**config.mk**
```make
export PLATFORM = sky130hd
export DESIGN_NAME = gated_phase_det
export DESIGN_NICKNAME = d
export VERILOG_FILES = /design/src/rtl/pd_pkg.sv /design/src/rtl/pd_sync.sv /design/src/rtl/pd_decide.sv /design/src/rtl/pd_window.sv /design/src/rtl/gated_phase_det.sv
export SDC_FILE = /design/constraint.sdc
export NUM_CORES = 1
export LEC_CHECK = 0
export BUFFER_PORTS_ARGS = -buffer_cell sky130_fd_sc_hd__clkbuf_2
export CORE_ASPECT_RATIO = 0.6
export CORE_MARGIN = 2
export CORE_UTILIZATION = 25
export CTS_CLUSTER_DIAMETER = 100
export DETAILED_ROUTE_END_ITERATION = 8
export GPL_TIMING_DRIVEN = 0
export PLACE_DENSITY_LB_ADDON = 0.3
export SETUP_SLACK_MARGIN = 0.05
export SLEW_MARGIN = 0
export SYNTH_ARGS = -nofsm -noshare
export SYNTH_HDL_FRONTEND = slang
export SYNTH_SLANG_ARGS = --single-unit
```
**constraint.sdc**
```tcl
create_clock -name clk_i -period 2.5 [get_ports clk_i]
set_input_delay 0.625 -clock clk_i [delete_from_list [all_inputs] [get_ports clk_i]]
set_output_delay 0.625 -clock clk_i [all_outputs]
set_load 0.01 [all_outputs]
```
**src/rtl/pd_pkg.sv**
```systemverilog
package pd_pkg;
  typedef enum logic [1:0] {
    PD_NONE = 2'd0,
    PD_DN   = 2'd1,
    PD_UP   = 2'd2
  } pd_dir_e;
endpackage

```
**src/rtl/pd_sync.sv**
```systemverilog
module pd_sync #(
  parameter int STAGES = 2
) (
  input  logic clk_i,
  input  logic rst_ni,
  input  logic data_i,
  output logic edge_o
);
  logic [STAGES-1:0] chain_q;
  logic              prev_q;

  for (genvar g = 0; g < STAGES; g++) begin : g_stage
    if (g == 0) begin : g_first
      always_ff @(posedge clk_i or negedge rst_ni)
        if (!rst_ni) chain_q[0] <= 1'b0;
        else         chain_q[0] <= data_i;
    end else begin : g_next
      always_ff @(posedge clk_i or negedge rst_ni)
        if (!rst_ni) chain_q[g] <= 1'b0;
        else         chain_q[g] <= chain_q[g-1];
    end
  end

  always_ff @(posedge clk_i or negedge rst_ni)
    if (!rst_ni) prev_q <= 1'b0;
    else         prev_q <= chain_q[STAGES-1];

  assign edge_o = chain_q[STAGES-1] & ~prev_q;
endmodule

```
**src/rtl/pd_decide.sv**
```systemverilog
module pd_decide
  import pd_pkg::*;
#(
  parameter int PW = 8
) (
  input  logic [PW-1:0] phase_i,
  input  logic [PW-1:0] half_i,
  output pd_dir_e       dir_o
);
  // early half of the cell -> slow down, late half -> speed up
  always_comb dir_o = (phase_i >= half_i) ? PD_UP : PD_DN;
endmodule

```
**src/rtl/pd_window.sv**
```systemverilog
module pd_window
  import pd_pkg::*;
#(
  parameter int PW = 8
) (
  input  logic          clk_i,
  input  logic          rst_ni,
  input  logic          edge_i,
  input  logic [PW-1:0] phase_i,
  input  logic [PW-1:0] half_i,
  input  pd_dir_e       dir_i,
  output logic          acc_o,
  output logic          fire_o,
  output pd_dir_e       dir_o
);
  logic          pend_q, used_q, fire_q;
  logic [PW-1:0] cnt_q;
  pd_dir_e       dir_q;
  logic          ph_zero;

  assign ph_zero = (phase_i == '0);
  // one capture per cell, none while a window is open
  assign acc_o   = edge_i & ~pend_q & (~used_q | ph_zero);

  always_ff @(posedge clk_i or negedge rst_ni) begin
    if (!rst_ni) begin
      pend_q <= 1'b0;
      used_q <= 1'b0;
      fire_q <= 1'b0;
      cnt_q  <= '0;
      dir_q  <= PD_NONE;
    end else begin
      fire_q <= pend_q && (cnt_q == PW'(1));
      if (acc_o) begin
        pend_q <= 1'b1;
        cnt_q  <= half_i;
        dir_q  <= dir_i;
      end else if (pend_q) begin
        if (cnt_q == PW'(1)) pend_q <= 1'b0;
        else                 cnt_q  <= cnt_q - PW'(1);
      end
      if (acc_o)        used_q <= 1'b1;
      else if (ph_zero) used_q <= 1'b0;
    end
  end

  assign fire_o = fire_q;
  assign dir_o  = dir_q;
endmodule

```
**src/rtl/gated_phase_det.sv**
```systemverilog
module gated_phase_det
  import pd_pkg::*;
#(
  parameter int PW          = 8,
  parameter int SYNC_STAGES = 2
) (
  input  logic          clk_i,
  input  logic          rst_ni,
  input  logic          data_i,
  input  logic [PW-1:0] phase_i,
  input  logic [PW-1:0] half_i,
  output logic          up_o,
  output logic          dn_o
);
  logic          edge_pulse;
  logic          acc;
  logic          fire;
  logic [PW-1:0] half_eff;
  pd_dir_e       dir_now, dir_held;

  assign half_eff = (half_i == '0) ? PW'(1) : half_i;

  pd_sync #(.STAGES(SYNC_STAGES)) u_sync (
    .clk_i  (clk_i),
    .rst_ni (rst_ni),
    .data_i (data_i),
    .edge_o (edge_pulse)
  );

  pd_decide #(.PW(PW)) u_decide (
    .phase_i (phase_i),
    .half_i  (half_eff),
    .dir_o   (dir_now)
  );

  pd_window #(.PW(PW)) u_window (
    .clk_i   (clk_i),
    .rst_ni  (rst_ni),
    .edge_i  (edge_pulse),
    .phase_i (phase_i),
    .half_i  (half_eff),
    .dir_i   (dir_now),
    .acc_o   (acc),
    .fire_o  (fire),
    .dir_o   (dir_held)
  );

  assign up_o = fire & (dir_held == PD_UP);
  assign dn_o = fire & (dir_held == PD_DN);
endmodule

```
==> flow_metrics.py, run 1 <==
metrics = {
    "outcome": {
        "status": "completed",
    },
    "critical_path": {
        "crit_slowest_cell": "nor4_2",
        "path_cells": "clkbuf_2, nor4_2, a41o_1, ha_1, nand2b_1, a21o_1, a211oi_1, o211a_4, nor2_1",
        "end_kind": "flop",
        "max_stage_delay_ns": 0.36,
        "cp_top_family": "compound AO/OA/AOI/OAI gates",
        "critical_path_required_ns": 2.64,
        "reg2reg_slack_ns": 0.64,
        "start_kind": "input port",
        "cp_num_buf_inv": 1,
        "arrival_ns": 2.49,
        "path_max_fanout": 3,
        "critical_path_class": "in -> reg",
    },
    "sta": {
        "finClkSkew_ns": 0.00216,
        "drv_slew": 0,
        "fmax_mhz": 426,
        "setup_viol": 0,
        "timing.final.crit_share_pct": 93.9,
        "setup_ws_ns": 0.153,
        "worst_slew_pin_slew_ns": 0.422,
        "hold_viol": 0,
        "slew_headroom_pct": 71.9,
        "setup_tns_ns": 0,
        "rsz0062_at_grt": "no",
        "period_needed_ns": 2.35,
    },
    "routing": {
        "wirelength_mm": 2.36,
        "drt-pass1-iter-count": 4,
        "vias": 834,
        "met1_length_mm": 1.30,
        "ant_nets": 0,
        "via_per_inst": 4.63,
        "wl_per_cell_um": 13.1,
        "route.detailed.drc": 0,
        "top_layer": "met3",
        "wl_met2_um": 947,
        "route.met3.wl_um": 111,
        "drt-initial-drc-count": 32,
    },
    "clock_network": {
        "ctsHtreeMaxLevel": 1,
        "cts_made_buffers": 3,
        "clkTransAtPathRegs_ns": 0.06,
        "cts.sinks": 16,
        "cts_tree": "done",
        "worstSkewPairLatency_ns": 0.25,
        "clockRootBuffer": "clkbuf_8",
        "clk_path_buf_depth": 2,
    },
    "power_and_ir_drop": {
        "power.leakage_nw": 0.594,
        "peakVddDrop_uv": 229,
        "power.density_nw_per_um2": 439,
    },
    "global_route": {
        "grt_max_degree": 17,
        "overflow": 0,
        "grt_pass1_wl_mm": 3.93,
        "grt_pass1_vias": 811,
        "antenna_found_initial": 0,
        "track_usage_pct": 11.3,
    },
    "finish": {
        "drive_gt1_share_pct": 28.5,
        "area_growth_pct": 21.7,
        "n_antenna_cell": 0,
        "fin_nets": 160,
        "fin_area_um2": 1260,
        "mostFrequentLayoutCell": "clkbuf_2",
        "stdcell_count": 180,
        "layout_common_cells": "clkbuf_2, dfrtp_1, inv_1, nand2_1, ha_1",
    },
    "die": {
        "die_h_um": 53.8,
        "start_util_pct": 25.6,
        "fp.dieW_um": 87.0,
        "row_count": 18,
        "pin_count": 21,
        "die_area_um2": 4680,
        "core_area_um2": 4030,
    },
    "synth": {
        "synth_edf_count": 0,
        "syn-num-nets": 135,
        "yosysUniqueCellTypes": 40,
        "ys.flop_type": "dfrtp_1",
        "synth-seq-area-share_pct": 38.8,
        "syn_area_um2": 1030,
        "postSynth.asyncResetShare_pct": 100,
        "avgSynthCellArea_um2": 9.74,
        "synth_warnings": 0,
        "yosys_register_bits": 16,
        "synthCells": 106,
    },
    "placed_design": {
        "portBuffers": 20,
        "place_congestion": 0.838,
        "dp_hpwl_mm": 1.92,
        "placed_area_um2": 1190,
        "placedCellCount": 176,
        "pre_cts_ws_ns": -0.172,
    },
    "min_path": {
        "hp-class": "in -> async",
    },
    "job": {
        "maxCapViolations": 0,
    },
}
==> final cells by class <==
class,count,area (um^2)
Buffer,2,22.5
Inverter,12,45.0
Timing Repair Buffer,20,100
Fill cell,431,2780
Tap cell,50,62.6
Clock buffer,4,55.1
Sequential cell,16,400
Multi-Input combinational cell,76,571
==> cell families after synthesis <==
family | after synthesis | share of synthesized area (%)
simple gates | 43 | 24.0
flops | 16 | 38.8
compound gates | 21 | 16.5
mux | 2 | 2.06
fa+ha+maj | 10 | 12.1
buf+inv | 14 | 6.54
==> cells in the mapped netlist (2+ instances only) <==
cell type	count	share of area [%]
dfrtp_1	16	39
inv_1	12	4.4
nand2_1	12	4.4
ha_1	10	12
nor2_1	9	3.3
a21oi_1	3	1.5
nand3_1	3	1.5
o21ai_0	3	1.5
a211oi_1	2	1.5
a21o_1	2	1.5
and2_1	2	1.2
nor3_1	2	0.97
or3_1	2	1.2
or4_4	2	2.2
==> where the power goes <==
part / total (mW) / internal (mW) / switching [mW] / leakage [nW]
clock network: 0.230 / 0.140 / 0.0902 / 0.0288
logic: 0.0561 / 0.0249 / 0.0313 / 0.383
registers: 0.265 / 0.263 / 0.00171 / 0.182
==> worst register-to-register path, stage by stage (launching register included) <==
cell     delay [ns]
dfrtp_1        0.40
or4_4          0.58
nor4_2         0.17
mux2_2         0.36
a22oi_1        0.14
o31ai_1        0.10
==> registers in the layout, indices dropped and copies added, names as in the netlist <==
| signal | count |
|---|---|
| u_window.cnt_q | 8 |
| u_sync.chain_q | 2 |
| u_window.dir_o | 2 |
| u_sync.prev_q | 1 |
| u_window.fire_o | 1 |
| u_window.pend_q | 1 |
| u_window.used_q | 1 |
==> metrics by stage <==
step / hold WS (ns) / util, % / power [mW]
after floorplan: 0.329 / - / 0.296
after global placement: 0.339 / 29.6 / 0.325
after detailed placement: 0.342 / 29.6 / 0.327
after CTS: 0.305 / 31.0 / 0.561
after global routing: 0.332 / 31.2 / 0.584
final: 0.297 / 31.2 / 0.551
==> routing by layer <==
metal,GRT usage [%],vias up
met5,0,-
met4,0.781,0
met3,4.14,0
met2,16.3,13
met1,16.7,396
li1,-,425
==> what timing repair did <==
item / 4_1_cts / 5_1_grt
hold endpoints to repair: 0 / 0
resized for setup: 0 / 1
setup endpoints to repair: 0 / 2
hold buffers: 0 / 0
buffers inserted: 0 / 0
==> path summary, 6_finish.rpt <==
| kind | start | endpoint | cells after the start |
|---|---|---|---|
| setup / recovery | half_i[3] | u_window.dir_o[1]$_DFFE_PN0P_ | 9 |
| hold / removal | rst_ni | u_window.cnt_q[4]$_DFFE_PN0P_ | 1 |
| setup reg to reg | u_window.cnt_q[4]$_DFFE_PN0P_ | u_window.cnt_q[7]$_DFFE_PN0P_ | 5 |
| hold reg to reg | u_sync.chain_q[0]$_DFF_PN0_ | u_sync.chain_q[1]$_DFF_PN0_ | 0 |
| max in group asynchronous | rst_ni | u_window.cnt_q[0]$_DFFE_PN0P_ | 1 |
| min in group clk_i | u_sync.chain_q[0]$_DFF_PN0_ | u_sync.chain_q[1]$_DFF_PN0_ | 0 |
Power figures use the tool's default switching activity.
==> run 2: changes to the inputs <==
ABC_AREA = 1   (was unset)
==> run 2 against run 1 <==
  * Largest power group unchanged
  * Non-clock buffer count unchanged
  * Die area increased by 12%
  * Register-to-register slack improved by 0.48 ns
  * Critical endpoint is now u_window.dir_o[0]$_DFFE_PN0P_
  * Wire length increased by 14%
  * Combinational power increased by 27%
==> flow_metrics.py, run 2 <==
metrics = {
    "finish": {
        "area_growth_pct": 20.1,
        "fin_area_um2": 1400,
        "stdcell_count": 244,
        "mostFrequentLayoutCell": "nand2_1",
        "largest_reg_flops": 8,
        "drive_gt1_share_pct": 23.8,
        "n_antenna_cell": 0,
        "regMostFlops": "u_window.cnt_q",
        "fin_nets": 211,
        "layout_common_cells": "nand2_1, inv_1, nand3_1",
    },
    "critical_path": {
        "end_kind": "flop",
        "critical_path_class": "in -> reg",
        "arrival_ns": 1.84,
        "reg2reg_slack_ns": 1.12,
        "rr_startpoint": "u_window.cnt_q[0]$_DFFE_PN0P_",
        "path_max_fanout": 2,
        "start_kind": "input port",
        "r2r_end": "u_window.cnt_q[6]$_DFFE_PN0P_",
        "reg2reg_depth": 9,
        "critical_path_required_ns": 2.69,
    },
    "outcome": {
        "status": "completed",
    },
    "synth": {
        "synth_common_cells": "nand2_1, inv_1, nand3_1",
        "yosysUniqueCellTypes": 24,
        "synth_warnings": 0,
        "yosys.area.top_type": "dfrtp_1",
        "synth_area_leaders": "dfrtp_1, nand2_1, ha_1",
        "synth-seq-area-share_pct": 34.3,
        "syn-num-nets": 186,
        "synthCells": 157,
        "yosysMostFrequentCell": "nand2_1",
        "syn_area_um2": 1170,
        "synth_edf_count": 0,
        "synth_top_area_share_pct": 34.3,
        "postSynth.asyncResetShare_pct": 100,
        "yosys_register_bits": 16,
        "avgSynthCellArea_um2": 7.43,
        "ys.flop_type": "dfrtp_1",
    },
    "sta": {
        "hold_ws_ns": 0.283,
        "finClkSkew_ns": 0.0103,
        "drv_slew": 0,
        "hold_viol": 0,
        "timing.final.crit_share_pct": 65.8,
        "fmax_mhz": 608,
        "slew_headroom_pct": 71.7,
        "worst_slew_pin_slew_ns": 0.425,
        "period_needed_ns": 1.65,
        "rsz0062_at_grt": "no",
        "setup_viol": 0,
        "setup_tns_ns": 0,
    },
    "clock_network": {
        "clockRootBuffer": "clkbuf_8",
        "post_cts_buffers": 0,
        "cts_resized": 0,
        "clkTransAtPathRegs_ns": 0.07,
        "cts_made_buffers": 3,
        "cts_tree": "done",
        "clk_path_buf_depth": 2,
        "worstSkewPairLatency_ns": 0.26,
        "cts.sinks": 16,
        "ctsHoldBuffers": 0,
        "ctsHtreeMaxLevel": 1,
    },
    "power_and_ir_drop": {
        "peakVddDrop_uv": 135,
        "power.density_nw_per_um2": 411,
        "power.leakage_nw": 0.760,
    },
    "die": {
        "die_h_um": 56.9,
        "core_area_um2": 4540,
        "row_count": 19,
        "pin_count": 21,
        "start_util_pct": 25.7,
        "die_area_um2": 5240,
        "fp.dieW_um": 92.2,
    },
    "global_route": {
        "grt_max_degree": 17,
        "track_usage_pct": 11.8,
        "antenna_found_initial": 0,
        "grt_pass1_wl_mm": 4.75,
        "grt_pass1_vias": 1005,
        "overflow": 0,
    },
    "routing": {
        "wl_per_cell_um": 11.0,
        "via_per_inst": 4.09,
        "drt-initial-drc-count": 34,
        "vias": 998,
        "route.detailed.drc": 0,
        "ant_nets": 0,
        "drt-pass1-iter-count": 4,
        "wirelength_mm": 2.68,
    },
    "placed_design": {
        "placed_area_um2": 1350,
        "portBuffers": 20,
        "placedCellCount": 240,
        "dp_hpwl_mm": 2.20,
        "place_congestion": 0.795,
    },
    "job": {
        "maxCapViolations": 0,
    },
    "min_path": {
        "hp-class": "in -> async",
    },
}
[run 2: cell types whose count changed after synthesis, sizes merged, moves of 3 or more]
cell,delta
and2,-3
nand3,+24
inv,+14
or4,-3
nand2,+30
nor2,+11
[run 2: cell families after synthesis]
| logic type | Yosys count | share of synthesized area (%) |
|---|---|---|
| buf+inv | 28 | 10.9 |
| simple gates | 92 | 37.7 |
| compound gates | 11 | 6.33 |
| flops | 16 | 34.3 |
| fa+ha+maj | 10 | 10.7 |
[run 2: layout make-up]
class                      instances  area [um^2]
sequential                        16          400
inverter                          26          103
tap                               63         78.8
buffer                             2         25.0
multi-input combinational        113          638
timing repair buffer              20          100
clock buffer                       4         55.1
fill                             506         3140
[run 2: worst max-delay path by stage]
stage                     startpoint                       endpoint  slack [ns]  depth (start not counted)
final                      half_i[5]  u_window.dir_o[0]$_DFFE_PN0P_        0.85                         12
after global routing       half_i[2]  u_window.dir_o[1]$_DFFE_PN0P_        0.70                         14
after CTS                  half_i[5]  u_window.dir_o[0]$_DFFE_PN0P_        0.87                         12
after detailed placement   half_i[5]  u_window.dir_o[0]$_DFFE_PN0P_        0.60                         12
after global placement     half_i[7]  u_window.dir_o[0]$_DFFE_PN0P_        0.59                         12
after floorplan            half_i[3]  u_window.dir_o[0]$_DFFE_PN0P_        0.87                         11
[run 2: critical path: stages]
cell and delay, ns:
clkbuf_2 0.10, inv_1 0.07, nand3_1 0.10, o21bai_1 0.20, ha_1 0.28, nand2_1 0.06, nand3_1 0.08, nand2_1 0.07
nand2_1 0.04, nand2_1 0.05, nand3_1 0.07, nand2_1 0.09
[run 2: layer usage]
layer	vias up	GRT usage (%)	routed length, um
met5	-	0	0
met2	17	15.5	984
li1	545	-	-
met1	431	18.0	1530
met4	0	3.20	26
met3	5	4.16	136
[run 2: stage by stage]
stage / setup WS [ns] / power, mW / utilization (%)
floorplan: 0.873 / 0.309 / -
global placement: 0.594 / 0.341 / 29.6
detailed placement: 0.603 / 0.342 / 29.6
CTS: 0.873 / 0.584 / 30.8
global route: 0.700 / 0.609 / 30.8
finish: 0.854 / 0.575 / 30.8
[run 2: report_power, final]
group / switching [mW] / total, mW / internal [mW]
Combinational: 0.0421 / 0.0712 / 0.0292
Sequential: 0.00198 / 0.265 / 0.263
Clock: 0.0987 / 0.239 / 0.140
Total: 0.143 / 0.575 / 0.433
